[src/rtl/sr_pkg.sv]
package sr_pkg;
  localparam int unsigned SR_WPEN = 7;
  localparam int unsigned SR_BPH  = 3;
  localparam int unsigned SR_BPL  = 2;
  localparam int unsigned SR_WEL  = 1;
  localparam int unsigned SR_RDY  = 0;

  typedef struct packed {
    logic       wpen;
    logic [1:0] bp;
  } nv_bits_t;

  function automatic logic [7:0] pack_status(nv_bits_t nv, logic wel);
    logic [7:0] s;
    s         = '0;
    s[SR_WPEN] = nv.wpen;
    s[SR_BPH]  = nv.bp[1];
    s[SR_BPL]  = nv.bp[0];
    s[SR_WEL]  = wel;
    s[SR_RDY]  = 1'b0;
    return s;
  endfunction
endpackage

[src/rtl/sr_block_decode.sv]
module sr_block_decode #(
  parameter int unsigned ADDR_W = 14
) (
  input  logic [1:0]        bp_i,
  input  logic [ADDR_W-1:0] addr_i,
  output logic              locked_o
);
  localparam int unsigned TOP = ADDR_W - 1;

  always_comb begin
    unique case (bp_i)
      2'b00:   locked_o = 1'b0;
      2'b01:   locked_o = &addr_i[TOP -: 2];
      2'b10:   locked_o = addr_i[TOP];
      default: locked_o = 1'b1;
    endcase
  end
endmodule

[src/rtl/sr_wel_latch.sv]
module sr_wel_latch (
  input  logic clk_i,
  input  logic rst_ni,
  input  logic set_i,
  input  logic clr_i,
  input  logic busy_i,
  input  logic done_i,
  output logic wel_o
);
  logic wel_q;

  always_ff @(posedge clk_i or negedge rst_ni) begin
    if (!rst_ni)                wel_q <= 1'b0;
    else if (busy_i && done_i)  wel_q <= 1'b0;
    else if (!busy_i && clr_i)  wel_q <= 1'b0;
    else if (!busy_i && set_i)  wel_q <= 1'b1;
  end

  assign wel_o = wel_q;

  p_wel_rise_r2: assert property (@(posedge clk_i) disable iff (!rst_ni)
    $rose(wel_q) |-> $past(set_i) && !$past(busy_i));
  p_wel_done_r9: assert property (@(posedge clk_i) disable iff (!rst_ni)
    busy_i && done_i |=> !wel_q);
endmodule

[src/rtl/sr_nv_store.sv]
module sr_nv_store
  import sr_pkg::*;
(
  input  logic     clk_i,
  input  logic     rst_ni,
  input  logic     req_i,
  input  nv_bits_t data_i,
  input  logic     permit_i,
  input  logic     cs_n_i,
  input  logic     hw_lock_i,
  input  logic     busy_i,
  input  logic     done_i,
  output logic     start_o,
  output nv_bits_t nv_o
);
  logic     pend_q, st_cyc_q;
  nv_bits_t stage_q, nv_q;

  assign start_o = pend_q && cs_n_i && !busy_i;

  always_ff @(posedge clk_i or negedge rst_ni) begin
    if (!rst_ni) begin
      pend_q   <= 1'b0;
      st_cyc_q <= 1'b0;
      stage_q  <= '0;
    end else begin
      if (pend_q && !cs_n_i && hw_lock_i) pend_q <= 1'b0;   // lock while selected: abort
      else if (start_o)                   pend_q <= 1'b0;
      else if (req_i && permit_i)         pend_q <= 1'b1;
      if (req_i && permit_i) stage_q <= data_i;
      if (start_o)                st_cyc_q <= 1'b1;
      else if (busy_i && done_i)  st_cyc_q <= 1'b0;
    end
  end

  // non-volatile bits: no reset
  always_ff @(posedge clk_i) begin
    if (st_cyc_q && busy_i && done_i) nv_q <= stage_q;
  end

  assign nv_o = nv_q;

  p_abort_r6: assert property (@(posedge clk_i) disable iff (!rst_ni)
    pend_q && !cs_n_i && hw_lock_i |=> !pend_q && !start_o);
  p_nv_only_on_done_r4: assert property (@(posedge clk_i) disable iff (!rst_ni)
    !(st_cyc_q && busy_i && done_i) |=> $stable(nv_q));
endmodule

[src/rtl/eeprom_wprot_ctrl.sv]
module eeprom_wprot_ctrl
  import sr_pkg::*;
#(
  parameter int unsigned ADDR_W = 14
) (
  input  logic              clk_i,
  input  logic              rst_ni,
  input  logic              cs_n_i,
  input  logic              wp_i,
  input  logic              wren_i,
  input  logic              wrdi_i,
  input  logic              wrsr_i,
  input  logic [7:0]        wrsr_data_i,
  input  logic              arr_start_i,
  input  logic              wr_done_i,
  input  logic [ADDR_W-1:0] addr_i,
  output logic [7:0]        status_o,
  output logic              busy_o,
  output logic              status_wr_ok_o,
  output logic              array_wr_ok_o
);
  logic     busy_q, wel, locked, hw_lock, st_start;
  nv_bits_t nv, wr_bits;
  logic     unused_data;

  assign unused_data = ^{wrsr_data_i[6:4], wrsr_data_i[1:0]};
  assign wr_bits = '{wpen: wrsr_data_i[SR_WPEN],
                     bp:   {wrsr_data_i[SR_BPH], wrsr_data_i[SR_BPL]}};

  assign hw_lock = nv.wpen && !wp_i;

  sr_wel_latch u_wel (
    .clk_i  (clk_i),
    .rst_ni (rst_ni),
    .set_i  (wren_i),
    .clr_i  (wrdi_i),
    .busy_i (busy_q),
    .done_i (wr_done_i),
    .wel_o  (wel)
  );

  sr_nv_store u_nv (
    .clk_i     (clk_i),
    .rst_ni    (rst_ni),
    .req_i     (wrsr_i),
    .data_i    (wr_bits),
    .permit_i  (status_wr_ok_o),
    .cs_n_i    (cs_n_i),
    .hw_lock_i (hw_lock),
    .busy_i    (busy_q),
    .done_i    (wr_done_i),
    .start_o   (st_start),
    .nv_o      (nv)
  );

  sr_block_decode #(.ADDR_W(ADDR_W)) u_dec (
    .bp_i     (nv.bp),
    .addr_i   (addr_i),
    .locked_o (locked)
  );

  always_ff @(posedge clk_i or negedge rst_ni) begin
    if (!rst_ni)                          busy_q <= 1'b0;
    else if (busy_q && wr_done_i)         busy_q <= 1'b0;
    else if (st_start)                    busy_q <= 1'b1;
    else if (!busy_q && arr_start_i)      busy_q <= 1'b1;
  end

  assign busy_o         = busy_q;
  assign status_o       = busy_q ? 8'hFF : pack_status(nv, wel);
  assign status_wr_ok_o = wel && !busy_q && !hw_lock;
  assign array_wr_ok_o  = wel && !busy_q && !locked;

  p_busy_blocks_r8: assert property (@(posedge clk_i) disable iff (!rst_ni)
    busy_o |-> !array_wr_ok_o && !status_wr_ok_o);
  p_busy_reads_ff_r3: assert property (@(posedge clk_i) disable iff (!rst_ni)
    busy_o |-> status_o == 8'hFF);
  p_lock_status_r5: assert property (@(posedge clk_i) disable iff (!rst_ni)
    nv.wpen && !wp_i |-> !status_wr_ok_o);
  p_zero_bits_r1: assert property (@(posedge clk_i) disable iff (!rst_ni)
    !busy_o |-> status_o[6:4] == 3'b000 && !status_o[SR_RDY]);
  p_full_lock_r7: assert property (@(posedge clk_i) disable iff (!rst_ni)
    nv.bp == 2'b11 |-> !array_wr_ok_o);
endmodule

[config.mk]
export PLATFORM = sky130hd
export DESIGN_NAME = eeprom_wprot_ctrl
export DESIGN_NICKNAME = d
export VERILOG_FILES = /design/src/rtl/sr_pkg.sv /design/src/rtl/sr_block_decode.sv /design/src/rtl/sr_wel_latch.sv /design/src/rtl/sr_nv_store.sv /design/src/rtl/eeprom_wprot_ctrl.sv
export SDC_FILE = /design/constraint.sdc
export NUM_CORES = 1
export LEC_CHECK = 0
export ABC_AREA = 1
export ABC_CLOCK_PERIOD_IN_PS = 1400
export BUFFER_PORTS_ARGS = -buffer_cell sky130_fd_sc_hd__buf_2
export CORE_MARGIN = 1
export CORE_UTILIZATION = 30
export CTS_CLUSTER_SIZE = 30
export DETAILED_ROUTE_END_ITERATION = 7
export PLACE_DENSITY_LB_ADDON = 0.15
export SLEW_MARGIN = 10
export SYNTH_ARGS = -nofsm -noshare
export SYNTH_HDL_FRONTEND = slang
export SYNTH_SLANG_ARGS = --single-unit
[constraint.sdc]
create_clock -name clk_i -period 1.4 [get_ports clk_i]
set_clock_uncertainty 0.1 [all_clocks]
set_input_delay 0.21 -clock clk_i [delete_from_list [all_inputs] [get_ports clk_i]]
set_output_delay 0.21 -clock clk_i [all_outputs]
set_load 0.005 [all_outputs]
==> summary.md <==
| Metric | Value |
|---|---|
| Drt pass-1 iters | 5 |
| Reg2Reg Depth | 3 |
| Tcrit/Tclk final | between 90% and 100% |
| Rows | 14 |
| CP Capture Type | output pin |
| Crit start category | flop |
| Maximum clock frequency | slightly above 0.7 GHz |
| Final slew viol count | 0 |
| WL/cell | 10.2 µm |
| Layout cell share with drive strength beyond 1 | 47.7% |
| Initial Util | 32.2% |
| Share of the synthesized area in the top cell type | 36.1% |
| Placer Congestion | 0.724 |
| DR WL met3 | 76 µm |
| CP max-delay cell | dfrtp_2 |
| Vias in the first global route | 417 |
| Peak supply drop | between 0.6 and 0.7 mV |
| Ranking of synthesized cells by area | dfrtp_1, edfxtp_1, nand2_1, buf_4, nand3_1 |
| CP Max Fanout | 5 |
| Final setup violation count | 0 |
| CTS buffer count | 3 |
| TritonCTS clock tree | done |
| # fillers | 158 |
| Hold Path Cell Cnt | 3 |
| Status | finished, final reports clean |
| Vias per cell | 4.49 |
| Overflow after GRT | 0 |
| H-tree depth | 1 |
| Full die area | ~1800 µm² |
| IO buf count | 24 |
| Pwr dens | about 1600 nW/µm² |
| Tot GR Track Use | around an eighth |
| Via count | 458 |
| CP arrival | 1.08 ns |
| Critical path required time | between 1 and 1.5 ns |
| Core box area | 1510 µm² |
| Critical path's largest stage delay | 0.44 ns |
| DP Area | 611 µm² |
| Final Hold Viols | 0 |
| CTS max path bufs | 2 |
| Die height | 42.2 µm |
| Top Metal Used | met4 |
| Largest area contributor in the netlist | dfrtp_1 |
| Initial antenna violation count | 0 |
| Clock root buffer | clkbuf_4 |
| Detail Route Antenna Nets | 0 |
| N_diodes | 0 |
| RSZ-0062 raised after global routing | yes |
| CTS sink count | 10 |
| Layout area overhead | 43.3% |
| Sequential area share after synthesis | a little over half |
| Post-Syn Area | 485 µm² |
| DP Wirelength | approximately 750 µm |
| Top Ports | 42 |
| WL final | 1.04 mm |
| Clock slew at reported path FFs | 0.06 ns |
| Largest net degree at the start of global routing | 8 |
| Min Tclk post-route | 1.39 ns |
| DRT iter0 DRCs | 7 |
| Leak | 0.364 nW |
| Yosys reg bits | 10 |
| Clock Latency Late Sink | 0.26 ns |
| Final Core Density | approximately 46% |
| Warnings from Yosys | 0 |
| Wl on met1 | between 400 and 500 µm |
| Min-Delay Path Class | primary input to flop |
| Number of remaining DRC errors | 0 |
| Final Net Count | 118 |
| Met2 routed WL | just under 500 µm |
| CP Cell Sequence | inv_2 -> nand2_2 -> nor2_4 -> buf_2 |
| Max cap viols | 0 |
| Final cell count without fillers | 102 |
| Cells after Synth | between 50 and 60 |
| First-pass GRT wire length | 1.76 mm |
| Final instance area | 696 µm² |
| Avg Cell Area, Syn | 8.52 µm² |
| # placed instances | 95 |
| Setup CP Type | flop to output pin |
| Worst slew pin tran | 0.259 ns |
| Syn Nets | 88 |
| Hold_ws | 0.0745 ns |
| Rel. slew slack | 82.7% |
| Die Wd | roughly 42 µm |
| Count of different cell masters after synthesis | 13 |
-- power by group --
| group | internal, mW | leakage [nW] | switching, mW |
|---|---|---|---|
| clock network | 0.110 | 0.0150 | 0.0914 |
| logic | 0.212 | 0.235 | 0.198 |
| registers | 0.420 | 0.115 | 0.0677 |
-- synthesized netlist by cell type --
master    instances
o21ai_0           1
nor2_4            1
buf_4             4
nand3_1           5
a21oi_1           4
dfrtp_1           7
nand2_1          18
inv_1             5
edfxtp_1          3
nor2_1            5
inv_2             1
or2_2             2
o21a_1            1
-- flip-flops by register name, indices dropped and copies added, names as in the netlist --
signal,count
u_wel.wel_o,1
busy_o,1
u_nv.pend_q,1
u_nv.stage_q,3
u_nv.nv_o,3
u_nv.st_cyc_q,1
-- stage by stage --
step,TNS [ns],total power [mW],setup WS [ns]
5_1_grt,-0.265,1.20,-0.0617
3_5_place_dp,0,0.836,0.0666
6_report,0,1.10,0.0106
4_1_cts,0,1.08,0.00163
2_1_floorplan,0,0.718,0.187
3_3_place_gp,0,0.829,0.0998
-- final cells by class --
class | count | area (µm²) | area share (%)
clock buffers | 4 | 26.3 | 3.78
inverters | 6 | 22.5 | 3.24
multi-input cells | 37 | 188 | 27.0
flip-flops and latches | 10 | 267 | 38.3
well taps | 16 | 20.0 | 2.88
repair buffers | 29 | 173 | 24.8
-- cell families after synthesis --
logic type / after synthesis / synth area share, %
buffers and inverters: 10 / 10.8
AOI/OAI and AO/OA: 6 / 6.70
DFF: 10 / 54.6
and+or+nand+nor: 31 / 27.8
-- placed cells by master (no fill, tap or decap), drive strengths merged --
cell type     n
o21a          1
clkbuf        4
nor2          6
dlygate4sd3   1
buf          28
edfxtp        3
inv           6
nand2        18
a21oi         4
o21ai         1
nand3         5
or2           2
dfrtp         7
-- layer usage --
| layer | up-vias | GRT usage (%) |
|---|---|---|
| li1 | 236 | - |
| met1 | 198 | 16.4 |
| met3 | 2 | 3.02 |
| met5 | - | 0 |
| met2 | 22 | 20.6 |
| met4 | 0 | 9.38 |
-- what timing repair did --
| action | 4_1_cts | 5_1_grt |
|---|---|---|
| pin swaps | 1 | 2 |
| buffers inserted | 1 | 1 |
| endpoints found under the setup margin | 6 | 9 |
| gates resized for setup | 5 | 5 |
| hold buffers | 1 | 0 |
| hold endpoints to repair | 7 | 0 |
-- critical path, delay by kind of cell (launching register included) --
family,cells,cell delay [ns]
flops,1,0.44
buf+inv,2,0.20
simple gates,2,0.18
-- worst paths after layout --
kind / startpoint / to / slack [ns]
setup / recovery: busy_o / status_wr_ok_o / 0.01
hold / removal: wrsr_data_i[3] / u_nv.stage_q[1] / 0.07
setup reg to reg: busy_o / u_nv.nv_o[2] / 0.18
hold reg to reg: u_nv.stage_q[2] / u_nv.nv_o[2] / 0.35
max in group asynchronous: rst_ni / busy_o / 0.82
min in group asynchronous: rst_ni / u_wel.wel_o / 0.21
Note: power is estimated with default switching activity, not from simulation.
